File: config.mk
export PLATFORM = sky130hd
export DESIGN_NAME = calo_sum_trigger
export DESIGN_NICKNAME = d
export VERILOG_FILES = /design/src/rtl/calo_trig_pkg.sv /design/src/rtl/calo_group_sum.sv /design/src/rtl/disc_stretcher.sv /design/src/rtl/trig_decision.sv /design/src/rtl/calo_sum_trigger.sv
export SDC_FILE = /design/constraint.sdc
export NUM_CORES = 1
export LEC_CHECK = 0
export BUFFER_PORTS_ARGS = -buffer_cell sky130_fd_sc_hd__buf_2
export CAP_MARGIN = 10
export CORE_AREA = 2 2 182 184
export DETAILED_ROUTE_END_ITERATION = 16
export DIE_AREA = 0 0 184 186
export PLACE_DENSITY = 0.76
export REMOVE_ABC_BUFFERS = 1
export SYNTH_ARGS = -nofsm -noshare
export SYNTH_HDL_FRONTEND = slang
export SYNTH_HIERARCHICAL = 1
export SYNTH_SLANG_ARGS = --single-unit
File: constraint.sdc
create_clock -name clk -period 6.1 [get_ports clk]
set_input_delay 0.61 -clock clk [delete_from_list [all_inputs] [get_ports clk]]
set_output_delay 0.61 -clock clk [all_outputs]
set_load 0.02 [all_outputs]
File: src/rtl/calo_trig_pkg.sv
`timescale 1ns/1ps
// Shared types for the calorimeter energy-sum trigger.
// Assumes: mode encodings are fixed by the configuration interface.
package calo_trig_pkg;
    typedef enum logic [1:0] {
        MODE_PHYS  = 2'd0,
        MODE_ELEC  = 2'd1,
        MODE_COINC = 2'd2,
        MODE_ANY   = 2'd3
    } trig_mode_e;

    // Condition pattern bit positions
    localparam int PAT_PHYS  = 0;
    localparam int PAT_ELEC_B = 1;
    localparam int PAT_ELEC_F = 2;
    localparam int PAT_COINC = 3;
    localparam int PAT_W     = 4;

    // Discriminator window positions
    localparam int WIN_START = 0;
    localparam int WIN_CHER  = 1;
    localparam int WIN_CHAM  = 2;
    localparam int WIN_SCIN  = 3;
    localparam int N_DISC    = 4;
endpackage

File: src/rtl/calo_group_sum.sv
`timescale 1ns/1ps
// Adds all channel amplitudes of one calorimeter group each clock and
// registers the total. Assumes unsigned, pedestal-free samples; SUM_W is
// wide enough to hold N_CH full-scale samples.
module calo_group_sum #(
    parameter int N_CH     = 16,
    parameter int SAMPLE_W = 12,
    parameter int SUM_W    = SAMPLE_W + $clog2(N_CH)
) (
    input  logic                     clk,
    input  logic                     rst_n,
    input  logic [N_CH*SAMPLE_W-1:0] samples_i,
    output logic [SUM_W-1:0]         sum_o
);
    localparam int MAX_SUM = N_CH * ((1 << SAMPLE_W) - 1);

    logic [SUM_W-1:0] acc;
    logic [SUM_W-1:0] sum_q;

    // Combinational total of every channel in the group
    always_comb begin
        acc = '0;
        for (int i = 0; i < N_CH; i++) begin
            acc = acc + SUM_W'(samples_i[i*SAMPLE_W +: SAMPLE_W]);
        end
    end

    // Register the total; cleared by reset
    always_ff @(posedge clk) begin
        if (!rst_n) sum_q <= '0;
        else        sum_q <= acc;
    end

    assign sum_o = sum_q;

    // the registered total never exceeds the full-scale sum (no wrap)
    p_no_overflow_r2: assert property (@(posedge clk) disable iff (!rst_n)
        sum_q <= SUM_W'(MAX_SUM));
endmodule

File: src/rtl/disc_stretcher.sv
`timescale 1ns/1ps
// Stretches a single-cycle discriminator pulse into a WIN-cycle window.
// A new pulse reloads the window. Assumes the pulse is synchronous to clk.
module disc_stretcher #(
    parameter int WIN = 9
) (
    input  logic clk,
    input  logic rst_n,
    input  logic hit_i,
    output logic active_o
);
    localparam int CNT_W = $clog2(WIN + 1);

    logic [CNT_W-1:0] cnt;

    // Load on a hit, otherwise count down to zero
    always_ff @(posedge clk) begin
        if (!rst_n)              cnt <= '0;
        else if (hit_i)          cnt <= CNT_W'(WIN);
        else if (cnt != '0)      cnt <= cnt - CNT_W'(1);
    end

    assign active_o = (cnt != '0);

    // a hit opens the window at the next edge
    p_hit_opens_r7: assert property (@(posedge clk) disable iff (!rst_n)
        hit_i |=> active_o);
    // the window counter stays within its length
    p_win_range_r7: assert property (@(posedge clk) disable iff (!rst_n)
        cnt <= CNT_W'(WIN));
endmodule

File: src/rtl/trig_decision.sv
`timescale 1ns/1ps
// Evaluates the physics, electron and coincidence terms from registered
// group totals and discriminator windows, selects one by mode, and
// registers trigger and pattern. Thresholds and mode are sampled directly,
// so a change applies at the next edge.
module trig_decision
    import calo_trig_pkg::*;
#(
    parameter int SUM_W  = 16,
    parameter int WSUM_W = SUM_W + 3
) (
    input  logic              clk,
    input  logic              rst_n,
    input  logic [SUM_W-1:0]  bar_sum_i,
    input  logic [SUM_W-1:0]  fwd_sum_i,
    input  logic [N_DISC-1:0] win_i,
    input  logic [1:0]        mode_i,
    input  logic [WSUM_W-1:0] phys_thr_i,
    input  logic [SUM_W-1:0]  large_thr_i,
    input  logic [SUM_W-1:0]  fwd_thr_i,
    input  logic [SUM_W-1:0]  low_thr_i,
    output logic              trig_o,
    output logic [PAT_W-1:0]  pattern_o
);
    logic [WSUM_W-1:0] weighted;
    logic [PAT_W-1:0]  pat_d;
    logic              trig_d;
    logic [PAT_W-1:0]  pat_q;
    logic              trig_q;

    // Weighted energy: barrel plus forward shifted left by two
    always_comb begin
        weighted = {3'b000, bar_sum_i} + {1'b0, fwd_sum_i, 2'b00};
    end

    // Evaluate every trigger term in parallel
    always_comb begin
        pat_d[PAT_PHYS]   = (weighted > phys_thr_i) && win_i[WIN_START];
        pat_d[PAT_ELEC_B] = (bar_sum_i > large_thr_i);
        pat_d[PAT_ELEC_F] = (fwd_sum_i > fwd_thr_i) && win_i[WIN_CHER];
        pat_d[PAT_COINC]  = (fwd_sum_i > low_thr_i) && win_i[WIN_CHAM]
                            && win_i[WIN_SCIN];
    end

    // Pick the trigger equation named by the mode
    always_comb begin
        case (trig_mode_e'(mode_i))
            MODE_PHYS:  trig_d = pat_d[PAT_PHYS];
            MODE_ELEC:  trig_d = pat_d[PAT_ELEC_B] | pat_d[PAT_ELEC_F];
            MODE_COINC: trig_d = pat_d[PAT_COINC];
            default:    trig_d = |pat_d;
        endcase
    end

    // Register decision outputs; cleared by reset
    always_ff @(posedge clk) begin
        if (!rst_n) begin
            pat_q  <= '0;
            trig_q <= 1'b0;
        end else begin
            pat_q  <= pat_d;
            trig_q <= trig_d;
        end
    end

    assign trig_o    = trig_q;
    assign pattern_o = pat_q;

    // reset clears the outputs
    p_reset_clear_r1: assert property (@(posedge clk)
        !rst_n |=> (trig_o == 1'b0 && pattern_o == '0));
    // the physics term needs an open start window
    p_phys_needs_start_r3: assert property (@(posedge clk) disable iff (!rst_n)
        pattern_o[PAT_PHYS] |-> $past(win_i[WIN_START]));
    // a trigger is always backed by some condition
    p_trig_backed_r8: assert property (@(posedge clk) disable iff (!rst_n)
        trig_o |-> (pattern_o != '0));
    // physics mode follows the physics term
    p_phys_select_r8: assert property (@(posedge clk) disable iff (!rst_n)
        ($past(mode_i) == 2'd0) |-> (trig_o == pattern_o[PAT_PHYS]));
endmodule

File: src/rtl/calo_sum_trigger.sv
`timescale 1ns/1ps
// Calorimeter energy-sum trigger top. Sums two calorimeter groups, stretches
// four discriminator inputs into coincidence windows, and forms a registered
// trigger plus a condition pattern. Fixed latency of two edges from samples
// to outputs. Assumes pedestal-subtracted, unsigned samples.
module calo_sum_trigger
    import calo_trig_pkg::*;
#(
    parameter int N_CH     = 16,
    parameter int SAMPLE_W = 12,
    parameter int WIN      = 9,
    parameter int SUM_W    = SAMPLE_W + $clog2(N_CH),
    parameter int WSUM_W   = SUM_W + 3
) (
    input  logic                     clk,
    input  logic                     rst_n,
    input  logic [N_CH*SAMPLE_W-1:0] bar_samples,
    input  logic [N_CH*SAMPLE_W-1:0] fwd_samples,
    input  logic                     start_hit,
    input  logic                     cherenkov_hit,
    input  logic                     chamber_hit,
    input  logic                     scint_hit,
    input  logic [1:0]               cfg_mode,
    input  logic [WSUM_W-1:0]        cfg_phys_thr,
    input  logic [SUM_W-1:0]         cfg_large_thr,
    input  logic [SUM_W-1:0]         cfg_fwd_thr,
    input  logic [SUM_W-1:0]         cfg_low_thr,
    output logic                     trig,
    output logic [PAT_W-1:0]         hit_pattern
);
    logic [SUM_W-1:0]  bar_sum;
    logic [SUM_W-1:0]  fwd_sum;
    logic [N_DISC-1:0] disc_raw;
    logic [N_DISC-1:0] disc_win;

    assign disc_raw = {scint_hit, chamber_hit, cherenkov_hit, start_hit};

    calo_group_sum #(.N_CH(N_CH), .SAMPLE_W(SAMPLE_W), .SUM_W(SUM_W)) u_bar_sum (
        .clk(clk), .rst_n(rst_n), .samples_i(bar_samples), .sum_o(bar_sum));

    calo_group_sum #(.N_CH(N_CH), .SAMPLE_W(SAMPLE_W), .SUM_W(SUM_W)) u_fwd_sum (
        .clk(clk), .rst_n(rst_n), .samples_i(fwd_samples), .sum_o(fwd_sum));

    // One window stretcher per discriminator input
    for (genvar g = 0; g < N_DISC; g++) begin : g_disc
        disc_stretcher #(.WIN(WIN)) u_stretch (
            .clk(clk), .rst_n(rst_n), .hit_i(disc_raw[g]), .active_o(disc_win[g]));
    end

    trig_decision #(.SUM_W(SUM_W), .WSUM_W(WSUM_W)) u_decide (
        .clk(clk), .rst_n(rst_n),
        .bar_sum_i(bar_sum), .fwd_sum_i(fwd_sum), .win_i(disc_win),
        .mode_i(cfg_mode), .phys_thr_i(cfg_phys_thr),
        .large_thr_i(cfg_large_thr), .fwd_thr_i(cfg_fwd_thr),
        .low_thr_i(cfg_low_thr),
        .trig_o(trig), .pattern_o(hit_pattern));
endmodule

# Yosys cells after proc, flatten, opt, wreduce, memory -nomap -nowiden
# Cells that the tools add are included.
# totals
n_memories,0
in_bits,459
reg_bits,53
rom_bits,0
latch_bits,0
out_inout_bits,5
mem_bits_rw,0
# op_classes
n_reduce_logical,18
n_mul,0
add_sub_neg,35
n_mux,9
shifts,0
div,0
order_cmp,4
eq_ne,2
bitwise_logic,2
# ops
op,n
adder 16 x 12 -> 16 bit,28
greater-than comparator 16 bit,3
2-to-1 mux 4 bit,8
adder 12 x 12 -> 13 bit,2
adder 16 x 18 -> 19 bit,1
greater-than comparator 19 bit,1
nonzero test 4 bit,4
"subtractor 4 x 1 -> 4 bit, second input constant",4
nonzero test 2 bit,4
OR reduction 2 bit,4
logical AND 1 bit,4
OR reduction 4 bit,1
one-hot mux 1 bit (3 select lines),1
"== test 2 x 1 -> 1 bit, second input constant",1
"== test 2 bit, second input constant",1
zero test 2 bit,1
inverter 1 bit,1
OR 1 bit,1

# Depth between registers and ports, before layout
# logic_depth
word_depth,15
mapped_depth,20
ltp_nobuf,20

# By module
# Netlist, hierarchy kept.
# modules_own_cells
module,area_per_inst_um2,n_inst,cells_per_inst
calo_group_sum at u_bar_sum,5529.1,1,579
calo_group_sum at u_fwd_sum,5514.0,1,575
trig_decision,2556.2,1,348
disc_stretcher,207.7,4,23

# Least setup slack after synthesis
# Ideal clock, no wire load.
# synth_timing
path_kind,input port to flip-flop
start,input port fwd_samples[2]
end,register u_fwd_sum.sum_q[12] (netlist: u_fwd_sum/sum_o[12])
path_buffers,0
required_ps,6029
path_stages,18
setup_slack_ps,598
setup_ps,71
arrival_ps,5431
cell_sequence,inv_1 fa_1 inv_1 fa_1 fa_1 fa_1 inv_1 fa_1 fa_1 inv_1 ha_1 inv_1 fa_1 and2b_1 o2111ai_2 and4b_4 or3_1 a21oi_1
# synth_via
elab_chain_len,15
# synth_rtl
element,line_no,source
"start, declared",calo_sum_trigger.sv:18,"input logic [N_CH*SAMPLE_W-1:0] fwd_samples,"
adder 12 x 12 -> 13 bit,calo_group_sum.sv:24,acc = acc + SUM_W'(samples_i[i*SAMPLE_W +: SAMPLE_W]);
adder 16 x 12 -> 16 bit (14 in series),calo_group_sum.sv:24,
"end signal, assigned",calo_group_sum.sv:30,if (!rst_n) sum_q <= '0;
"end signal, assigned",calo_group_sum.sv:31,else sum_q <= acc;
"end, declared",calo_group_sum.sv:18,logic [SUM_W-1:0] sum_q;
# No other way between the ends.
# A chain may end at the register's enable or synchronous reset.

# Final worst setup path
# Same ends and word-level chain as after synthesis.

==> flow_summary.toml <==
[sta]
finalSetupViolCount = 0
max_freq_mhz = 182
slew-limit-headroom_pct = 53.4
clock_skew_ps = 6.79
tightest_slew_ps = 692
final.period_utilization_pct = 90.3
min_period_ps = 5510
final_max_slew_viol_count = 0
setup_tns_ps = 0
grt_setup_unrepaired = "false"
hold_violations = 0

[global_routing]
antenna_found_initial = 16
grt_usage_pct = 22.3
grt_pass1_wl_mm = 59.2
overflow = 0
grt_max_degree = 40
grt_pass1_vias = 12600

[setup_path]
arrival_ps = 5740
worstPathMaxFanout = 4
path_class = "input port to flop"
slowest_delay_ps = 540
rr_endpoint = "u_decide/trig_o$_SDFF_PN0_"
cp-end-kind = "flop"
critPathMostFrequentCell = "fa_1"
rrSetupSlack_ps = 2300
critPathLaunchType = "input port"
r2r_cells = 14
slowest_stage = "fa_1"
crit_required_ps = 6330
path_cells = "buf_2 > inv_1 > fa_1 > inv_1 > fa_1 > fa_1 > fa_1 > inv_1 > fa_1 > fa_1 > inv_1 > ha_1 > inv_1 > fa_1 > and2b_1 > o2111ai_2 > and4b_4 > or3_1 > a21oi_1"
timing.rr.start = "u_fwd_sum/sum_o[8]$_SDFF_PN0_"

[clock_network]
clk_latency_ps = 300
htree_levels = 2
clock-sinks = 53
clockBufferDepth = 2
cts_setup_buffers = 0
root_buffer = "clkbuf_16"
cts_resized = 0
path_clk_slew_ps = 70
numCtsBuffers = 5
hold_buffers = 0
cts_tree = "yes"

[synthesis]
ys_types = 66
synth_edf_count = 0
yosysSeqAreaShare_pct = 7.35
syn_area_um2 = 14400
avgSynthCellArea_um2 = 9.05
ys_ff_latch = 53
yosysMostFrequentCell = "inv_1"
yosys.area.top_type_share_pct = 45.6
synth_top_cell_by_area = "fa_1"
synthTopCellsByCount = "659 x inv_1, 329 x fa_1, 139 x ha_1, 60 x a21oi_1, 53 x dfxtp_1"
synth_top_flop_cell = "dfxtp_1"
netlist_instances = 1594
async_reset_ff_share_pct = 0
yosys_warnings = 6
synth.area.top_cells = "fa_1 46%, inv_1 17%, ha_1 12%"

[hold_path]
hold_path.class = "input port to flop"
hold_depth = 2
worstHoldStart = "scint_hit"
hold_end = "g_disc[3].u_stretch/cnt[1]$_SDFFE_PP0P_"

[die]
die_w_um = 184
core-area_um2 = 32200
rows = 66
die_y_um = 186
die_area_um2 = 34200
start_util_pct = 44.8
ios = 464

[job]
cap_violations = 0

[routing]
drt-pass1-iter-count = 5
drt_wl_total_mm = 37.1
ant_nets = 0
wl_per_cell_um = 15.0
drc = 0
drt_iter0_drc = 376
vias = 11500
via_per_inst = 4.64

[final_layout]
drive_above_1_share_pct = 24.0
fillCellCount = 2931
multiInputGateArea_um2 = 10900
area_delta_synth_final_pct = 20.7
finalNetCount = 2982
seqCellArea_um2 = 1060

[place]
portBuffers = 463
gp_congestion = 0.902
hpwl_mm = 35.1

[run_status]
status = "finished, final reports clean"
## area by class of cell
type	count	share of cell area, %
antenna	9	0.129
clock buffer	7	0.819
clock inverter	1	0.172
inverter	659	14.2
multi-input combinational	872	62.3
sequential	53	6.09
tap	408	2.93
timing repair buffer	464	13.3
## how the worst max path moves through the flow
stage,from,slack (ps),depth (start not counted),to
final,fwd_samples[2],590,19,u_fwd_sum/sum_o[12]$_SDFF_PN0_
after detailed placement,fwd_samples[2],260,19,u_fwd_sum/sum_o[12]$_SDFF_PN0_
after global routing,fwd_samples[2],310,19,u_fwd_sum/sum_o[12]$_SDFF_PN0_
after CTS,fwd_samples[2],570,19,u_fwd_sum/sum_o[12]$_SDFF_PN0_
after global placement,fwd_samples[2],320,19,u_fwd_sum/sum_o[12]$_SDFF_PN0_
after floorplan,fwd_samples[2],600,18,u_fwd_sum/sum_o[12]$_SDFF_PN0_
## through the flow
step | setup WS, ps | util (%) | cells | instance area (um2) | hold WS [ps]
after floorplan | 598 | - | 1584 | 14400 | 525
after global placement | 316 | 53.5 | 2456 | 17200 | 543
after detailed placement | 259 | 53.5 | 2456 | 17200 | 552
after CTS | 574 | 54.0 | 2464 | 17400 | 505
after global routing | 315 | 54.1 | 2470 | 17400 | 501
final | 593 | 54.1 | 2473 | 17400 | 514
## registers in the layout, indices dropped and copies added, names as in the netlist
register / flops
u_decide/pattern_o: 4
u_fwd_sum/sum_o: 16
u_bar_sum/sum_o: 16
g_disc.u_stretch/cnt: 16
u_decide/trig_o: 1
## layer usage
layer	wire (um)	global-route usage [%]	share of wire [%]
met5	75	0	0.20
met4	874	6.66	2.4
met3	2340	4.70	6.3
met2	20000	43.4	54
met1	13800	24.2	37
## critical path: cells and delay by family
family	cells	cell delay [ps]
AO/OA/AOI/OAI	2	290
adder cells (fa/ha/maj)	8	3660
buffers and inverters	6	360
AND/OR/NAND/NOR	3	820
## placed cells by master, fill, tap and decap left out, types with 10 or more instances in the layout
master	instances
nand3_1	16
mux2i_1	10
inv_1	659
nor3_1	19
nor2_1	42
a211oi_1	10
o21ai_0	29
buf_2	463
nand4_1	18
dfxtp_1	53
ha_1	139
xnor2_1	19
nand2_1	42
a21oi_1	60
fa_1	329
## cells by family after synthesis
logic type,count (synthesis),synth area share [%]
buffers and inverters,669,17.5
muxes,11,0.772
AOI/OAI and AO/OA,167,7.82
and+or+nand+nor,200,7.33
adders and majority gates,468,57.7
DFF,53,7.35
xor gates and xnor gates,26,1.58
Power is left out: the tool's default activity adds up to more than one toggle a clock period on the data nets, which glitch-free logic cannot reach.
